==> src/rtl/dww_pkg.sv <==
package dww_pkg;
  typedef enum logic [1:0] {
    PH_START = 2'd0,
    PH_BIT   = 2'd1,
    PH_STOP  = 2'd2
  } dww_phase_e;

  localparam int SUB_STEPS = 3;
endpackage

==> src/rtl/dww_seq.sv <==
module dww_seq
  import dww_pkg::*;
#(
  parameter int BITS   = 8,
  parameter int NBYTES = 3,
  localparam int BYTE_W = $clog2(NBYTES),
  localparam int BIT_W  = $clog2(BITS + 1),
  localparam int SUB_W  = $clog2(SUB_STEPS)
) (
  input  logic              clk,
  input  logic              rst_n,
  input  logic              clear,
  input  logic              advance,
  output dww_phase_e        phase,
  output logic [BYTE_W-1:0] byte_idx,
  output logic [BIT_W-1:0]  bit_idx,
  output logic [SUB_W-1:0]  sub,
  output logic              last
);
  localparam logic [SUB_W-1:0]  SUB_END  = SUB_W'(SUB_STEPS - 1);
  localparam logic [BIT_W-1:0]  BIT_ACK  = BIT_W'(BITS);
  localparam logic [BYTE_W-1:0] BYTE_END = BYTE_W'(NBYTES - 1);

  dww_phase_e        ph_q, ph_d;
  logic [BYTE_W-1:0] by_q, by_d;
  logic [BIT_W-1:0]  bi_q, bi_d;
  logic [SUB_W-1:0]  sb_q, sb_d;
  logic              step_en;

  assign step_en = clear | advance;

  always_comb begin
    ph_d = ph_q;
    by_d = by_q;
    bi_d = bi_q;
    sb_d = sb_q;
    if (clear) begin
      ph_d = PH_START;
      by_d = '0;
      bi_d = '0;
      sb_d = '0;
    end else if (advance) begin
      if (sb_q != SUB_END) begin
        sb_d = sb_q + 1'b1;
      end else begin
        sb_d = '0;
        case (ph_q)
          PH_START: begin
            ph_d = PH_BIT;
            by_d = '0;
            bi_d = '0;
          end
          PH_BIT: begin
            if (bi_q != BIT_ACK) begin
              bi_d = bi_q + 1'b1;
            end else begin
              bi_d = '0;
              if (by_q != BYTE_END) by_d = by_q + 1'b1;
              else                  ph_d = PH_STOP;
            end
          end
          default: ph_d = PH_START;
        endcase
      end
    end
  end

  always_ff @(posedge clk or negedge rst_n) begin
    if (!rst_n) begin
      ph_q <= PH_START;
      by_q <= '0;
      bi_q <= '0;
      sb_q <= '0;
    end else if (step_en) begin
      ph_q <= ph_d;
      by_q <= by_d;
      bi_q <= bi_d;
      sb_q <= sb_d;
    end
  end

  assign phase    = ph_q;
  assign byte_idx = by_q;
  assign bit_idx  = bi_q;
  assign sub      = sb_q;
  assign last     = (ph_q == PH_STOP) && (sb_q == SUB_END);
endmodule

==> src/rtl/dww_line.sv <==
module dww_line
  import dww_pkg::*;
#(
  parameter int BITS = 8,
  localparam int BIT_W = $clog2(BITS + 1),
  localparam int SUB_W = $clog2(SUB_STEPS)
) (
  input  dww_phase_e       phase,
  input  logic [BIT_W-1:0] bit_idx,
  input  logic [SUB_W-1:0] sub,
  input  logic [BITS-1:0]  cur_byte,
  output logic             scl,
  output logic             sda
);
  logic [BITS-1:0] shifted;

  // Shifting by the ack index (BITS) empties the byte, so the ack slot sends 0.
  assign shifted = cur_byte << bit_idx;

  always_comb begin
    case (phase)
      PH_START: begin
        scl = (sub != SUB_W'(2));
        sda = (sub == SUB_W'(0));
      end
      PH_BIT: begin
        scl = (sub == SUB_W'(1));
        sda = shifted[BITS-1];
      end
      default: begin
        scl = (sub != SUB_W'(0));
        sda = (sub == SUB_W'(2));
      end
    endcase
  end
endmodule

==> src/rtl/dac_wire_writer.sv <==
module dac_wire_writer
  import dww_pkg::*;
#(
  parameter int              ADDR_W   = 8,
  parameter int              DATA_W   = 8,
  parameter int              BITS     = 8,
  parameter logic [7:0]      REG_ADDR = 8'h03,
  parameter int              CLK_BIT  = 0,
  parameter int              DAT_BIT  = 1,
  parameter logic [BITS-1:0] DEV_BYTE = 8'h9C,
  parameter logic [BITS-1:0] SUB_BYTE = 8'h00
) (
  input  logic              clk,
  input  logic              rst_n,
  input  logic              req_valid,
  input  logic [DATA_W-1:0] req_base,
  input  logic [BITS-1:0]   req_data,
  output logic              busy,
  output logic              cmd_valid,
  input  logic              cmd_ready,
  output logic [ADDR_W-1:0] cmd_addr,
  output logic [DATA_W-1:0] cmd_value
);
  localparam int NBYTES = 3;
  localparam int BYTE_W = $clog2(NBYTES);
  localparam int BIT_W  = $clog2(BITS + 1);
  localparam int SUB_W  = $clog2(SUB_STEPS);
  localparam logic [DATA_W-1:0] LINE_MASK =
    (DATA_W'(1) << CLK_BIT) | (DATA_W'(1) << DAT_BIT);

  logic              busy_q, busy_d;
  logic [DATA_W-1:0] base_q;
  logic [BITS-1:0]   data_q;
  logic              accept, fire, last;
  dww_phase_e        phase;
  logic [BYTE_W-1:0] byte_idx;
  logic [BIT_W-1:0]  bit_idx;
  logic [SUB_W-1:0]  sub;
  logic [BITS-1:0]   cur_byte;
  logic              scl, sda;

  assign accept = req_valid & ~busy_q;
  assign fire   = busy_q & cmd_ready;

  always_comb begin
    busy_d = busy_q;
    if (accept)           busy_d = 1'b1;
    else if (fire & last) busy_d = 1'b0;
  end

  always_ff @(posedge clk or negedge rst_n) begin
    if (!rst_n) busy_q <= 1'b0;
    else        busy_q <= busy_d;
  end

  always_ff @(posedge clk or negedge rst_n) begin
    if (!rst_n) begin
      base_q <= '0;
      data_q <= '0;
    end else if (accept) begin
      base_q <= req_base & ~LINE_MASK;
      data_q <= req_data;
    end
  end

  dww_seq #(.BITS(BITS), .NBYTES(NBYTES)) u_seq (
    .clk      (clk),
    .rst_n    (rst_n),
    .clear    (accept),
    .advance  (fire),
    .phase    (phase),
    .byte_idx (byte_idx),
    .bit_idx  (bit_idx),
    .sub      (sub),
    .last     (last)
  );

  always_comb begin
    case (byte_idx)
      BYTE_W'(0): cur_byte = DEV_BYTE;
      BYTE_W'(1): cur_byte = SUB_BYTE;
      default:    cur_byte = data_q;
    endcase
  end

  dww_line #(.BITS(BITS)) u_line (
    .phase    (phase),
    .bit_idx  (bit_idx),
    .sub      (sub),
    .cur_byte (cur_byte),
    .scl      (scl),
    .sda      (sda)
  );

  assign busy      = busy_q;
  assign cmd_valid = busy_q;
  assign cmd_addr  = ADDR_W'(REG_ADDR);
  assign cmd_value = base_q | (DATA_W'(scl) << CLK_BIT) | (DATA_W'(sda) << DAT_BIT);
endmodule

==> config.mk <==
export PLATFORM = sky130hd
export DESIGN_NAME = dac_wire_writer
export DESIGN_NICKNAME = d
export VERILOG_FILES = /design/src/rtl/dww_pkg.sv /design/src/rtl/dww_seq.sv /design/src/rtl/dww_line.sv /design/src/rtl/dac_wire_writer.sv
export SDC_FILE = /design/constraint.sdc
export NUM_CORES = 1
export LEC_CHECK = 0
export BUFFER_PORTS_ARGS = -buffer_cell sky130_fd_sc_hd__buf_2
export CORE_ASPECT_RATIO = 1.1
export CORE_MARGIN = 5
export CORE_UTILIZATION = 45
export CTS_CLUSTER_DIAMETER = 80
export DETAILED_ROUTE_END_ITERATION = 7
export PLACE_DENSITY = 0.78
export SYNTH_ARGS = -nofsm -noshare
export SYNTH_HDL_FRONTEND = slang
export SYNTH_SLANG_ARGS = --single-unit
==> constraint.sdc <==
create_clock -name clk -period 4.85 [get_ports clk]
set_input_delay 0.97 -clock clk [delete_from_list [all_inputs] [get_ports clk]]
set_output_delay 0.97 -clock clk [all_outputs]
set_load 0.02 [all_outputs]
==> metrics.txt <==
Final period util=62.7%; detailed placement HPWL=2040 um; CP Data Required Time=3.88 ns; CTS clk-pin slew, worst paths=0.15 ns; # hold bufs at CTS=0; xor and xnor area share after synthesis=0%; Max IR drop VDD=0.215 mV; mux share of post-synthesis cell area=2.69%; reg-to-reg setup timing slack=2.99 ns; CTS tree=done; die height=70.3 um; combinational power share=43.5%; WP data arrival=2.07 ns; TritonRoute pass-1 iters=4; worst path cell trace=inv_1 > ha_1 > nor2_1 > a32o_1 > a221oi_1 > o32ai_1 > buf_2; final worst slack=1.81 ns; GRT Resource Usage Total=13.1%; Layout Nets=213; Port-buffer cells=27; Overflow after GRT=0; post-synthesis simple-gate area fraction=24.2%; PostCTS Resize Cnt=0; CTS H-tree depth=1; DP Worst Slack=2.20 ns; Compound-Gate Fraction of Synth Area=15.3%; antenna viol nets, final=0; FF-to-FF path depth=4; Worst setup EP type=output port; run status=finished, final reports clean; Syn-to-layout area delta=6.98%; Yosys top cell by area=dfrtp_1; antenna violations before repair=0; leading post-synthesis cells by cell area=dfrtp_1 (42%), nand2_1 (13%), buf_4 (6.1%); worst-path fanout max=8; gp weighted congestion=0.764; Worst Hold End=base_q[6]; final hold slack=0.492 ns; clock sinks=25; first-pass GRT wire length=4750 um; Net Sw Frac=43.9%; Num CTS Buffers=3; Post-Syn Area=1490 um2; clock power share=12.1%; Int Power=464 uW; power per cell area=519 nW/um2; RSZ-0062 raised after global routing=no; Pwr Total=827 uW; Vias/cell=5.18; clock skew=0.0111 ns; via count=1156; Seq pwr share=44.3%; DR iter-0 viols=59; Inserted Diodes=0; maxcap violations=0; cell at the slowest stage of the critical path=dfrtp_1; Routed wire per std cell=12.3 um; layout cells sized above 1=22.5%; insertion delay to the later sink of the worst-skew pair=0.33 ns; FF+latch count, synth=25; DRC violations left=0; Bufs on Longest Clock Path=2; Syn Area/Cell=8.75 um2; number of distinct library cells after synthesis=40; # setup viols final=0; top cell type's share of synthesized area=42.1%; Initial Util=45.4%; worst hold path class=flop to flop; Final Slew Violations=0; reg2reg start=busy; critical path type=flop to output port; Final Hold Viols=0; Worst Setup Start Kind=flop; hold path cells=2; net switching power=363 uW; worst rel slew slack=60.2%; sequential-to-total area share from yosys stat=42.1%; Reg area=626 um2; Period minus WS final=3.04 ns; num rows=22; CP max stage delay=0.48 ns; largest net degree at the start of global routing=26; gate count of the mapped netlist=170; largest family of logic cells by synthesized area=simple AND/OR/NAND/NOR gates; filler instances=314; vias in the first global route=1090; io pins=38; final setup TNS=0 ns; routed wire length=2750 um; hold path startpoint=base_q[6]; Die W=64.8 um; Die Area=4560 um2; P_leak=0.807 nW; core box area=3280 um2; postcts setup bufs=0; worst-margin pin slew=0.582 ns; R2R Path End=u_seq.bit_idx[0]; number of synthesis warnings=0; CTS Root Cell=clkbuf_4; area of the multi-input gates=721 um2; Max Fclk=0.329 GHz; Synth Area in Adders=4.21%
worst max path at each step:
stage	end	start	depth (start not counted)	slack, ns
4_1_cts	cmd_value[1]	u_seq.byte_idx[1]	7	1.81
5_1_grt	cmd_value[1]	u_seq.byte_idx[1]	6	1.65
3_5_place_dp	cmd_value[1]	u_seq.byte_idx[1]	7	2.20
6_report	cmd_value[1]	u_seq.byte_idx[1]	7	1.81
2_1_floorplan	cmd_value[1]	u_seq.byte_idx[1]	7	2.42
3_3_place_gp	cmd_value[1]	u_seq.byte_idx[1]	7	2.17
synth_stat cells (all sizes together):
library cell / n
a221oi: 1
and4b: 1
o211ai: 1
a21o: 1
inv: 7
clkbuf: 3
or2b: 1
nand3b: 1
dfrtp: 25
o21ai: 7
nand2: 52
o31ai: 2
and2: 1
o22ai: 1
nor2b: 3
nand3: 4
mux2i: 4
nand4b: 1
nand2b: 2
a31oi: 2
a32o: 2
or3: 1
ha: 5
nand4: 1
buf: 18
or2: 1
nor3: 1
conb: 2
o32ai: 1
nor2: 3
a211oi: 3
or4: 1
a31o: 1
a2111oi: 1
a21oi: 9
power groups by stage:
stage	sequential [mW]	clock (mW)	combinational (mW)
finish	0.366	0.100	0.360
global placement	0.370	0	0.354
floorplan	0.339	0	0.328
detailed placement	0.371	0	0.361
global route	0.381	0.112	0.406
CTS	0.367	0.104	0.363
kinds of logic after synthesis:
family,after synthesis
buffers and inverters,28
AOI/OAI and AO/OA,32
other,2
adders and majority gates,5
DFF,25
and+or+nand+nor,74
muxes,4
worst max-delay path: cells and delay by family (launching register included):
kind | cells | cell delay [ns]
fa+ha+maj | 1 | 0.15
compound gates | 3 | 0.76
simple gates | 1 | 0.05
flops | 1 | 0.48
buf+inv | 2 | 0.31
per-layer routing:
metal  routed length, um  vias to the layer above  track usage (%)
met4                  65                        0             6.34
met3                 154                        5             1.77
met1                1210                      537             16.3
met2                1310                       30             21.8
met5                   0                        -                0
li1                    -                      584                -
final cells by class:
class / instances / area share (%)
Timing Repair Buffer: 28 / 8.96
Clock buffer: 3 / 1.42
Multi-Input combinational cell: 123 / 45.3
Clock inverter: 1 / 0.550
Sequential cell: 25 / 39.3
Tap cell: 36 / 2.83
Inverter: 7 / 1.65
sequential cells by signal, indices dropped and copies added, names as in the netlist:
name	cells
busy	1
data_q	8
u_seq.bit_idx	4
u_seq.byte_idx	2
u_seq.phase	2
u_seq.sub	2
base_q	6
through the flow:
| stage | cell area (um2) | utilization, % | instances |
|---|---|---|---|
| final | 1590 | 48.6 | 223 |
| after global routing | 1590 | 48.6 | 223 |
| after CTS | 1590 | 48.6 | 223 |
| after floorplan | 1510 | - | 176 |
| after detailed placement | 1560 | 47.6 | 219 |
| after global placement | 1560 | 47.6 | 219 |
cell usage in the layout, fill, tap and decap left out, types with 3 or more instances in the layout:
master,count
mux2i_1,4
ha_1,5
a21oi_1,9
nand3_1,4
conb_1,8
dfrtp_1,25
buf_2,27
o21ai_0,5
a211oi_1,3
nand2_1,52
clkbuf_4,3
nor2_1,3
inv_1,7
No activity file was read; power rests on OpenSTA's default activity.
